`config.mk`:
```
export PLATFORM = sky130hd
export DESIGN_NAME = fp_entry_ctrl
export DESIGN_NICKNAME = d
export VERILOG_FILES = /design/src/rtl/fp_pkg.sv /design/src/rtl/fp_key_arbiter.sv /design/src/rtl/fp_mem_seq.sv /design/src/rtl/fp_entry_regs.sv /design/src/rtl/fp_entry_ctrl.sv
export SDC_FILE = /design/constraint.sdc
export NUM_CORES = 1
export LEC_CHECK = 0
export BUFFER_PORTS_ARGS = -buffer_cell sky130_fd_sc_hd__buf_2
export CAP_MARGIN = 0
export CELL_PAD_IN_SITES_DETAIL_PLACEMENT = 1
export CELL_PAD_IN_SITES_GLOBAL_PLACEMENT = 1
export CORE_ASPECT_RATIO = 1.75
export CORE_MARGIN = 2
export CORE_UTILIZATION = 24
export CTS_CLUSTER_DIAMETER = 30
export DETAILED_ROUTE_END_ITERATION = 16
export GPL_ROUTABILITY_DRIVEN = 0
export MAX_ROUTING_LAYER = met4
export PLACE_DENSITY = 0.62
export SYNTH_ARGS = -nofsm -noshare
export SYNTH_HDL_FRONTEND = slang
export SYNTH_SLANG_ARGS = --single-unit
export TNS_END_PERCENT = 5
```
`constraint.sdc`:
```
create_clock -name clk -period 2.4 [get_ports clk]
set_clock_uncertainty 0.15 [all_clocks]
set_input_delay 0.72 -clock clk [delete_from_list [all_inputs] [get_ports clk]]
set_output_delay 0.72 -clock clk [all_outputs]
set_load 0.03 [all_outputs]
```
`src/rtl/fp_pkg.sv`:
```
// Package: shared types for the front panel entry controller.
// Assumes: one decoded command per cycle at most.
package fp_pkg;

    // Which register the hex keys feed
    typedef enum logic {
        MODE_ADDR = 1'b0,
        MODE_DATA = 1'b1
    } entry_mode_t;

    // Command chosen by the key arbiter in one cycle
    typedef enum logic [2:0] {
        CMD_NONE = 3'd0,
        CMD_CLR  = 3'd1,
        CMD_ADR  = 3'd2,
        CMD_DAT  = 3'd3,
        CMD_EXAM = 3'd4,
        CMD_DEP  = 3'd5,
        CMD_HEX  = 3'd6
    } panel_cmd_t;

    // Memory access sequencer states
    typedef enum logic [1:0] {
        ST_IDLE = 2'd0,
        ST_WR   = 2'd1,
        ST_RD   = 2'd2,
        ST_CAP  = 2'd3
    } seq_state_t;

endpackage

```
`src/rtl/fp_key_arbiter.sv`:
```
// Module: fp_key_arbiter
// Picks at most one command from the key events of a cycle, by fixed priority.
// Assumes: key events are clean one-cycle pulses. The arbiter itself is
// combinational. Keys are dropped when the CPU runs or the sequencer is busy.
module fp_key_arbiter
    import fp_pkg::*;
(
    input  logic       cpu_halted,
    input  logic       busy,
    input  logic       key_clear,
    input  logic       key_addr_mode,
    input  logic       key_data_mode,
    input  logic       key_examine,
    input  logic       key_deposit,
    input  logic       hex_strobe,
    output panel_cmd_t cmd
);

    // Priority select: clear, address, data, examine, deposit, hex
    always_comb begin
        cmd = CMD_NONE;
        if (cpu_halted && !busy) begin
            if (key_clear)          cmd = CMD_CLR;
            else if (key_addr_mode) cmd = CMD_ADR;
            else if (key_data_mode) cmd = CMD_DAT;
            else if (key_examine)   cmd = CMD_EXAM;
            else if (key_deposit)   cmd = CMD_DEP;
            else if (hex_strobe)    cmd = CMD_HEX;
        end
    end

endmodule

```
`src/rtl/fp_mem_seq.sv`:
```
// Module: fp_mem_seq
// Runs the memory cycles: a one-cycle write for deposit, and a one-cycle read
// followed by a capture cycle for examine.
// Assumes: the memory returns read data one cycle after the read strobe.
module fp_mem_seq
    import fp_pkg::*;
(
    input  logic       clk,
    input  logic       rst_n,
    input  panel_cmd_t cmd,
    output logic       busy,
    output logic       wr_stb,
    output logic       rd_stb,
    output logic       rd_load,
    output logic       addr_inc
);

    seq_state_t state_q;

    // State register: leave idle on deposit or examine, always return
    always_ff @(posedge clk) begin
        if (!rst_n) begin
            state_q <= ST_IDLE;
        end else begin
            unique case (state_q)
                ST_IDLE: begin
                    if (cmd == CMD_DEP)       state_q <= ST_WR;
                    else if (cmd == CMD_EXAM) state_q <= ST_RD;
                end
                ST_WR:   state_q <= ST_IDLE;
                ST_RD:   state_q <= ST_CAP;
                ST_CAP:  state_q <= ST_IDLE;
                default: state_q <= ST_IDLE;
            endcase
        end
    end

    // Strobes and register controls decoded from the state
    always_comb begin
        busy     = (state_q != ST_IDLE);
        wr_stb   = (state_q == ST_WR);
        rd_stb   = (state_q == ST_RD);
        rd_load  = (state_q == ST_CAP);
        addr_inc = (state_q == ST_WR);
    end

endmodule

```
`src/rtl/fp_entry_regs.sv`:
```
// Module: fp_entry_regs
// Holds the address register, the data register and the entry mode. Applies
// hex shifts, clears, mode changes, the address step and read data loads.
// Assumes: addr_inc and rd_load occur only in cycles where cmd is CMD_NONE.
module fp_entry_regs
    import fp_pkg::*;
#(
    parameter int ADDR_W = 16,
    parameter int DATA_W = 8,
    parameter int NIB_W  = 4
) (
    input  logic              clk,
    input  logic              rst_n,
    input  panel_cmd_t        cmd,
    input  logic [NIB_W-1:0]  hex_value,
    input  logic              addr_inc,
    input  logic              rd_load,
    input  logic [DATA_W-1:0] rd_data,
    output logic [ADDR_W-1:0] addr_q,
    output logic [DATA_W-1:0] data_q
);

    localparam int ADDR_KEEP = ADDR_W - NIB_W;
    localparam int DATA_KEEP = DATA_W - NIB_W;

    entry_mode_t mode_q;
    logic [ADDR_W-1:0] addr_shifted;
    logic [DATA_W-1:0] data_shifted;

    // Shifted candidates: drop the top nibble, insert the new digit at the bottom
    always_comb begin
        addr_shifted = {addr_q[ADDR_KEEP-1:0], hex_value};
        data_shifted = {data_q[DATA_KEEP-1:0], hex_value};
    end

    // Register update for commands, address step and read capture
    always_ff @(posedge clk) begin
        if (!rst_n) begin
            addr_q <= '0;
            data_q <= '0;
            mode_q <= MODE_ADDR;
        end else begin
            if (addr_inc) addr_q <= addr_q + 1'b1;
            if (rd_load)  data_q <= rd_data;
            unique case (cmd)
                CMD_CLR: begin
                    if (mode_q == MODE_ADDR) addr_q <= '0;
                    else                     data_q <= '0;
                end
                CMD_ADR: mode_q <= MODE_ADDR;
                CMD_DAT: mode_q <= MODE_DATA;
                CMD_HEX: begin
                    if (mode_q == MODE_ADDR) addr_q <= addr_shifted;
                    else                     data_q <= data_shifted;
                end
                default: ;
            endcase
        end
    end

endmodule

```
`src/rtl/fp_entry_ctrl.sv`:
```
// Module: fp_entry_ctrl (top)
// Front panel memory entry controller. It arbitrates key events, keeps the
// address and data registers, drives the lamps, and runs the deposit and
// examine cycles on a synchronous memory port.
// Assumes: clean one-cycle key pulses and a memory with one cycle of read latency.
module fp_entry_ctrl #(
    parameter int ADDR_W = 16,
    parameter int DATA_W = 8
) (
    input  logic              clk,
    input  logic              rst_n,
    input  logic              cpu_halted,
    input  logic              key_clear,
    input  logic              key_addr_mode,
    input  logic              key_data_mode,
    input  logic              key_examine,
    input  logic              key_deposit,
    input  logic              hex_strobe,
    input  logic [3:0]        hex_value,
    output logic [ADDR_W-1:0] mem_addr,
    output logic [DATA_W-1:0] mem_wdata,
    output logic              mem_we,
    output logic              mem_re,
    input  logic [DATA_W-1:0] mem_rdata,
    output logic [ADDR_W-1:0] led_addr,
    output logic [DATA_W-1:0] led_data
);

    import fp_pkg::*;

    localparam int NIB_W = 4;

    panel_cmd_t        cmd;
    logic              busy;
    logic              rd_load;
    logic              addr_inc;
    logic [ADDR_W-1:0] addr_q;
    logic [DATA_W-1:0] data_q;

    fp_key_arbiter u_arb (
        .cpu_halted    (cpu_halted),
        .busy          (busy),
        .key_clear     (key_clear),
        .key_addr_mode (key_addr_mode),
        .key_data_mode (key_data_mode),
        .key_examine   (key_examine),
        .key_deposit   (key_deposit),
        .hex_strobe    (hex_strobe),
        .cmd           (cmd)
    );

    fp_mem_seq u_seq (
        .clk      (clk),
        .rst_n    (rst_n),
        .cmd      (cmd),
        .busy     (busy),
        .wr_stb   (mem_we),
        .rd_stb   (mem_re),
        .rd_load  (rd_load),
        .addr_inc (addr_inc)
    );

    fp_entry_regs #(
        .ADDR_W (ADDR_W),
        .DATA_W (DATA_W),
        .NIB_W  (NIB_W)
    ) u_regs (
        .clk       (clk),
        .rst_n     (rst_n),
        .cmd       (cmd),
        .hex_value (hex_value),
        .addr_inc  (addr_inc),
        .rd_load   (rd_load),
        .rd_data   (mem_rdata),
        .addr_q    (addr_q),
        .data_q    (data_q)
    );

    // Memory port and lamps follow the registers directly
    always_comb begin
        mem_addr  = addr_q;
        mem_wdata = data_q;
        led_addr  = addr_q;
        led_data  = data_q;
    end

endmodule

```
==> reports/qor.csv, run 1 <==
metric,value,unit
"Period Utilization, post-route",0.8649,
Cell Pwr Density,464.4,nW/µm²
final setup margin,0.3242,ns
DRC viols,0,
Worst path max stage delay,0.52,ns
Ports,71,
Worst-path clk slew,0.06,ns
GR Util All Layers,0.1243,
post-layout min period,2.076,ns
RSZ-0062 raised after global routing,false,
initial antenna violation count,0,
postcts setup bufs,0,
Seq pwr share,0.506,
"commonest non-fill, non-tap cells in the layout","buf_2, dfxtp_1, nor2_1",
Comb pwr share,0.076,
share of cells above drive strength 1,0.3744,
kind of critical path,flip-flop to primary output,
P_leak,0.9426,nW
first-pass GRT wire length,6865,µm
GRT overflow,0,
critical path's slowest cell,dfxtp_1,
Synth warnings,0,
clock tree buffer depth,2,
# rows,39,
internal power,0.7070,mW
worst-path fanout max,10,
post-cts sizing count,0,
largest net degree at the start of global routing,16,
max-slew violations,0,
width of the die,65.17,µm
mapped cell area,1572,µm²
worst-margin pin slew,0.4575,ns
fmax,0.4817,GHz
multi-input logic area,772.0,µm²
max-cap violations,0,
dpl ws,0.03089,ns
critical path arrival,1.21,ns
Root Buffer,clkbuf_16,
DR WL/cell,14.11,µm
Worst path top cell family by delay,flip-flops,
Max IR drop VDD,0.2452,mV
chip height,111.0,µm
P_sw,0.1913,mW
Total Wirelength,4360,µm
Gate Count Post-Synth,175,
Post-Syn Area per Cell,8.980,µm²
met3 Usage GRT,0.01624,
"flops & latches, synth",27,
count of final setup violators,0,
status,"finished, final reports clean",
Layout area overhead,23.09,%
CP startpoint kind,flip-flop,
Clk pwr share,0.417,
met2 GRT Util,0.2252,
clock buffer count from CTS,3,
crit path capture type,primary output,
CTS tree,done,
via/cell ratio,4.547,
drt first pass iters,4,
full die area,7237,µm²
Fin. Hold Viols,0,
core area,6441,µm²
vias in the first global route,1349,
# port buffers,70,
HPWL Detailed,3551,µm
CP Cell Sequence,nor2b_1 > buf_2,
WP data required,1.53,ns
H-Tree Depth,1,
Vias,1405,
Cell variety after synth,37,
worst hold path type,flip-flop to flip-flop,
"Seq/Total Area, Yosys",0.3439,
worst skew pair latency,0.26,ns
initial core utilization,0.2440,
busiest layer in global routing,met2,
Seq. cell area,540.5,µm²
Filler cells,836,
clock sinks,27,
Sw Share,0.2130,
syn_nets,197,
met1 Use GR,0.1335,
relative slew slack,0.6943,
ANT cells,0,
TNS Setup,0,ns
initial DRC count,23,
WP buf/inv,1,
Nets,250,
Post-CTS Hold Fix Bufs,0,
"most common cell after layout, fill and taps aside",buf_2,
Routed Antenna Nets,0,
==> routing by layer <==
layer  routed length [µm]  vias to the layer above
met2                 2424                       34
met3                  179                        2
met5                    0                        -
met4                   54                        0
li1                     -                      702
met1                 1702                      667
==> Yosys cell counts <==
library cell | n | area share
or3b_4 | 1 | 0.0072
mux2i_1 | 8 | 0.051
nor4bb_1 | 1 | 0.0064
nor4_4 | 1 | 0.014
or3_1 | 1 | 0.0040
nand2_1 | 9 | 0.021
nor4_1 | 2 | 0.0080
nand3b_1 | 1 | 0.0048
a21oi_1 | 2 | 0.0064
a22oi_1 | 7 | 0.033
nand4b_1 | 1 | 0.0056
o22a_1 | 3 | 0.017
clkbuf_1 | 2 | 0.0048
nor3b_1 | 2 | 0.0096
ha_1 | 1 | 0.0080
o21ai_0 | 4 | 0.013
a31oi_1 | 2 | 0.0080
nand2b_1 | 1 | 0.0040
o2bb2ai_1 | 12 | 0.067
a211oi_1 | 1 | 0.0048
nand3_1 | 5 | 0.016
buf_4 | 25 | 0.12
and3_1 | 2 | 0.0080
xor2_1 | 8 | 0.045
nor3_1 | 2 | 0.0064
and2_4 | 1 | 0.0056
nor2_1 | 18 | 0.043
xnor2_1 | 6 | 0.033
nand4_1 | 2 | 0.0080
mux2_2 | 1 | 0.0072
inv_1 | 8 | 0.019
a2111oi_0 | 1 | 0.0056
and4_1 | 2 | 0.011
buf_6 | 3 | 0.021
and4b_1 | 1 | 0.0064
dfxtp_1 | 27 | 0.34
nor2b_1 | 1 | 0.0040
==> cell type report <==
| type | count | share of cell area |
|---|---|---|
| Clock buffer | 4 | 0.04075 |
| Inverter | 8 | 0.01552 |
| Multi-Input combinational cell | 110 | 0.3991 |
| Sequential cell | 27 | 0.2794 |
| Tap cell | 82 | 0.05304 |
| Timing Repair Buffer | 78 | 0.2122 |
==> cells by family after synthesis <==
group                      count (synthesis)  share of synthesized area
AOI/OAI and AO/OA                         32                     0.1545
xor gates and xnor gates                  14                    0.07803
adders and majority gates                  1                   0.007961
buffers and inverters                     38                     0.1648
DFF                                       27                     0.3440
muxes                                      9                    0.05812
and+or+nand+nor                           54                     0.1927
==> registers in the layout (all words and copies together), names as in the netlist <==
register,count
u_regs.addr_q,16
u_seq.state_q,2
u_regs.mode_q,1
u_regs.data_q,8
==> worst register-to-register path: cells and delay by family, from the launching register on <==
family | cells | cell delay, ns
compound gates | 1 | 0.12
simple gates | 4 | 1.23
flops | 1 | 0.40
==> power by group through the flow <==
| stage | registers [mW] | clock network [mW] | logic [mW] |
|---|---|---|---|
| 6_report | 0.455 | 0.375 | 0.0685 |
| 5_1_grt | 0.455 | 0.408 | 0.0745 |
| 4_1_cts | 0.455 | 0.389 | 0.0696 |
| 3_5_place_dp | 0.465 | 0 | 0.0692 |
| 3_3_place_gp | 0.465 | 0 | 0.0689 |
| 2_1_floorplan | 0.464 | 0 | 0.0351 |
==> per-stage QoR <==
step | util | instance area (µm²) | total power, mW | hold slack (ns) | std cells
after global placement | 0.2881 | 1856 | 0.5341 | 0.3353 | 305
after global routing | 0.3003 | 1934 | 0.9370 | 0.3742 | 309
after CTS | 0.3003 | 1934 | 0.9132 | 0.3518 | 309
after detailed placement | 0.2881 | 1856 | 0.5345 | 0.3430 | 305
after floorplan | - | 1572 | 0.4989 | 0.3564 | 175
final | 0.3003 | 1934 | 0.8983 | 0.3442 | 309
==> final timing paths <==
kind         depth (start not counted)  slack, ns                          start                     endpoint
max                                  2       0.32  u_seq.state_q[0]$_SDFFE_PN0P_                       mem_we
max reg2reg                          5       0.42  u_seq.state_q[1]$_SDFFE_PN0P_  u_regs.addr_q[9]$_SDFF_PN0_
min reg2reg                          1       0.34    u_regs.data_q[1]$_SDFF_PN0_  u_regs.data_q[5]$_SDFF_PN0_
min                                  1       0.34    u_regs.data_q[1]$_SDFF_PN0_  u_regs.data_q[5]$_SDFF_PN0_
No activity file was read; power rests on OpenSTA's default activity.
==> run 2: changes to the inputs <==
clock period = 2.6 ns   (was 2.4 ns; I/O delays follow)
==> run 2 against run 1 <==
Cell count fell by 0.97%. Utilization fell by 0.33 points. Sequential share of layout area rose by 0.31 points. Clock power fell by 5.9%. Global-route usage rose by 0.18 points. Critical endpoint unchanged. Highest routed layer unchanged.
==> reports/qor.csv, run 2 (synthesis results as in run 1) <==
metric,value,unit
status,"finished, final reports clean",
DR WL/cell,14.19,µm
chip height,111.0,µm
worst hold path type,flip-flop to flip-flop,
CTS tree,done,
initial antenna violation count,0,
WHS Endpoint,u_regs.data_q[5]$_SDFF_PN0_,
post-cts sizing count,0,
clock tree buffer depth,2,
ANT cells,0,
GR Util All Layers,0.1261,
worst-path fanout max,10,
Worst Hold Depth,1,
# port buffers,70,
DRC viols,0,
register bank with the most flops,u_regs.addr_q,
Root Buffer,clkbuf_16,
CP startpoint kind,flip-flop,
placed cells,302,
"commonest non-fill, non-tap cells in the layout","buf_2, dfxtp_1, nor2_1",
Worst-path clk slew,0.07,ns
"non-filler cells, final",306,
WP data required,1.67,ns
fmax,0.4195,GHz
Routed Antenna Nets,0,
postcts setup bufs,0,
largest registers,"u_regs.addr_q x16, u_regs.data_q x8, u_seq.state_q x2",
initial core utilization,0.2440,
RSZ-0062 raised after global routing,false,
worst skew pair latency,0.26,ns
Min-Delay Startpoint,u_regs.data_q[1]$_SDFF_PN0_,
via/cell ratio,4.601,
worst-margin pin slew,0.4667,ns
Post-CTS Hold Fix Bufs,0,
width of the die,65.17,µm
Max IR drop VDD,0.2342,mV
Cell Pwr Density,435.8,nW/µm²
relative slew slack,0.6885,
drt first pass iters,4,
FF-to-FF End,u_regs.addr_q[15]$_SDFF_PN0_,
H-Tree Depth,1,
critical path arrival,1.45,ns
"setup slack, reg-to-reg",0.62,ns
vias in the first global route,1448,
core area,6441,µm²
crit path capture type,primary output,
clock sinks,27,
largest net degree at the start of global routing,16,
first-pass GRT wire length,7044,µm
clock buffer count from CTS,3,
max-slew violations,0,
Layout area overhead,21.74,%
Nets,247,
kind of critical path,flip-flop to primary output,
full die area,7237,µm²
P_leak,0.9300,nW
r2r startpoint,u_seq.state_q[0]$_SDFFE_PN0P_,
Register-to-Register Path Depth,6,
Total Wirelength,4342,µm
max-cap violations,0,
post-layout min period,2.384,ns
Largest register FFs,16,
"most common cell after layout, fill and taps aside",buf_2,
Fin. Hold Viols,0,
Vias,1408,
# rows,39,
TNS Setup,0,ns
initial DRC count,53,
GRT overflow,0,
share of cells above drive strength 1,0.3705,
"Period Utilization, post-route",0.9169,
count of final setup violators,0,
HPWL Detailed,3573,µm
Ports,71,
-- run 2: critical path, stage by stage (launching register included) --
cell and delay, ns:
dfxtp_1 0.54, nor2b_1 0.38, buf_2 0.27
-- run 2: how the worst max path moves through the flow --
stage                             startpoint                           end  slack (ns)
3_5_place_dp                     key_examine  u_regs.addr_q[13]$_SDFF_PN0_        0.19
3_3_place_gp                      cpu_halted  u_regs.addr_q[15]$_SDFF_PN0_        0.24
6_report       u_seq.state_q[0]$_SDFFE_PN0P_                        mem_we        0.22
2_1_floorplan                     cpu_halted  u_regs.addr_q[10]$_SDFF_PN0_        0.43
5_1_grt        u_seq.state_q[0]$_SDFFE_PN0P_                        mem_we        0.12
4_1_cts        u_seq.state_q[0]$_SDFFE_PN0P_                        mem_we        0.18
-- run 2: metal layers --
layer / wire (µm) / vias to the layer above / share of wire / track usage
met4: 77 / 0 / 0.018 / 0.05139
met3: 176 / 6 / 0.041 / 0.01523
met5: 0 / - / 0 / -
met1: 1705 / 662 / 0.39 / 0.1409
met2: 2382 / 43 / 0.55 / 0.2211
li1: - / 697 / - / -
-- run 2: layout make-up --
| type | count | area, µm² |
|---|---|---|
| Sequential cell | 27 | 540.5 |
| Timing Repair Buffer | 75 | 387.9 |
| Clock buffer | 3 | 75.07 |
| Fill cell | 834 | 4528 |
| Multi-Input combinational cell | 110 | 772.0 |
| Clock inverter | 1 | 5.005 |
| Inverter | 8 | 30.03 |
| Tap cell | 82 | 102.6 |
-- run 2: report_power, final --
part	switching (mW)	leakage, nW	internal (mW)
combinational	0.0353	0.672	0.0253
sequential	0.00423	0.218	0.416
clock	0.146	0.0409	0.208
total	0.185	0.930	0.648
-- run 2: metrics by stage --
stage / hold WS (ns) / setup slack [ns] / total power, mW / cell area (µm²) / util
final: 0.3496 / 0.2162 / 0.8338 / 1913 / 0.2970
after global placement: 0.3355 / 0.2418 / 0.4904 / 1833 / 0.2846
after detailed placement: 0.3443 / 0.1925 / 0.4909 / 1833 / 0.2846
after CTS: 0.3539 / 0.1829 / 0.8419 / 1913 / 0.2970
after global routing: 0.3777 / 0.1165 / 0.8702 / 1913 / 0.2970
after floorplan: 0.3564 / 0.4329 / 0.4606 / 1572 / -
==> run 3: changes to the inputs <==
CORE_UTILIZATION = 36   (was 24)
PLACE_DENSITY = 0.86   (was 0.62)
==> run 3 against run 2 <==
Sequential share of layout area up 1.2 points. Via count rose by 2.5%. Worst setup slack better by 0.010 ns. Cell count fell by 11%. Sequential cell count unchanged. Total power is 12% lower. Final area shrank 4.1%. Critical endpoint unchanged.
==> reports/qor.csv, run 3 (synthesis results as in run 1) <==
metric,value,unit
Worst path max stage delay,0.53,ns
FF-to-FF End,u_regs.data_q[7]$_SDFF_PN0_,
largest registers,"u_regs.addr_q x16, u_regs.data_q x8, u_seq.state_q x2",
kind of critical path,flip-flop to primary output,
Ports,71,
WHS Endpoint,u_regs.data_q[6]$_SDFF_PN0_,
post-cts sizing count,0,
r2r startpoint,u_seq.state_q[1]$_SDFFE_PN0P_,
Total Wirelength,4358,µm
critical path arrival,1.44,ns
GRT overflow,0,
WP data required,1.67,ns
worst hold path type,flip-flop to flip-flop,
crit path capture type,primary output,
chip height,91.40,µm
full die area,4931,µm²
vias in the first global route,1382,
Layout area overhead,16.72,%
HPWL Detailed,3505,µm
width of the die,53.95,µm
Max IR drop VDD,0.2313,mV
drt first pass iters,4,
placed cell areas,1784,µm²
Nets,246,
H-Tree Depth,1,
# rows,31,
clock tree buffer depth,2,
Seq. cell area,540.5,µm²
register bank with the most flops,u_regs.addr_q,
fmax,0.4213,GHz
max-cap violations,0,
Worst-path clk slew,0.11,ns
P_leak,0.9108,nW
CP Cell Sequence,nor2b_1 > buf_2,
status,"finished, final reports clean",
met3 wire length,148,µm
WL met1,1592,µm
Root Buffer,clkbuf_8,
Routed Antenna Nets,0,
core area,4150,µm²
met2 WL,2461,µm
GR Util All Layers,0.1945,
CP startpoint kind,flip-flop,
fin area,1834,µm²
initial antenna violation count,0,
Filler cells,542,
via/cell ratio,5.305,
postcts setup bufs,0,
count of final setup violators,0,
share of cells above drive strength 1,0.3677,
ANT cells,0,
worst skew pair latency,0.28,ns
max-slew violations,0,
Cell Pwr Density,399.5,nW/µm²
DR WL/cell,16.02,µm
Worst Hold Depth,1,
"most common cell after layout, fill and taps aside",buf_2,
Min-Delay Startpoint,u_regs.data_q[2]$_SDFF_PN0_,
CTS tree,done,
"setup slack, reg-to-reg",0.59,ns
critical path's slowest cell,dfxtp_1,
initial core utilization,0.3787,
top sig layer,met4,
total power,0.7328,mW
worst-path fanout max,10,
Register-to-Register Path Depth,5,
"commonest non-fill, non-tap cells in the layout","buf_2, dfxtp_1, nor2_1",
multi-input logic area,772.0,µm²
TNS Setup,0,ns
largest net degree at the start of global routing,18,
clock sinks,27,
RSZ-0062 raised after global routing,false,
relative slew slack,0.6880,
# port buffers,70,
"Period Utilization, post-route",0.9130,
Vias,1443,
Hold WS,0.3543,ns
Fin. Hold Viols,0,
worst-margin pin slew,0.4675,ns
clock buffer count from CTS,3,
initial DRC count,30,
post-layout min period,2.374,ns
DRC viols,0,
Post-CTS Hold Fix Bufs,0,
first-pass GRT wire length,6913,µm
Largest register FFs,16,
[run 3: changes by cell type in the layout (fill, tap and decap cells not counted), sizes merged]
cell,previous run,this run
clkinv,1,0
inv,8,9
buf,75,74
[run 3: cell type report]
| type | instances | area share |
|---|---|---|
| Multi-Input combinational cell | 110 | 0.4209 |
| Sequential cell | 27 | 0.2947 |
| Timing Repair Buffer | 74 | 0.2074 |
| Tap cell | 49 | 0.03342 |
| Clock buffer | 3 | 0.02251 |
| Inverter | 8 | 0.01637 |
| Clock inverter | 1 | 0.004775 |
[run 3: worst max path at each step]
stage                                  start                           end  depth (start not counted)
2_1_floorplan                     cpu_halted  u_regs.addr_q[10]$_SDFF_PN0_                          7
3_3_place_gp                      cpu_halted   u_regs.addr_q[4]$_SDFF_PN0_                          7
3_5_place_dp                      cpu_halted   u_regs.data_q[7]$_SDFF_PN0_                          6
4_1_cts        u_seq.state_q[0]$_SDFFE_PN0P_                        mem_we                          2
5_1_grt        u_seq.state_q[0]$_SDFFE_PN0P_                        mem_we                          2
6_report       u_seq.state_q[0]$_SDFFE_PN0P_                        mem_we                          2
[run 3: worst max-delay path: cells and delay by family, from the launching register on]
kind          cells  cell delay (ns)
flops             1             0.53
simple gates      1             0.37
buf+inv           1             0.27
[run 3: metrics by stage]
stage               cells    util  setup slack (ns)
floorplan             175       -            0.4329
global placement      268  0.4299            0.2277
detailed placement    268  0.4299            0.1910
CTS                   272  0.4420            0.2354
global route          272  0.4420            0.1068
finish                272  0.4420            0.2262
[run 3: power breakdown]
part	switching (mW)	total, mW	internal [mW]
combinational	0.0351	0.0591	0.0240
clock	0.142	0.254	0.113
sequential	0.00401	0.420	0.416
[run 3: metal layers]
layer,track usage,up-vias
li1,-,689
met1,0.2126,691
met2,0.3323,50
met3,0.01151,13
met4,0.1047,0
met5,-,-
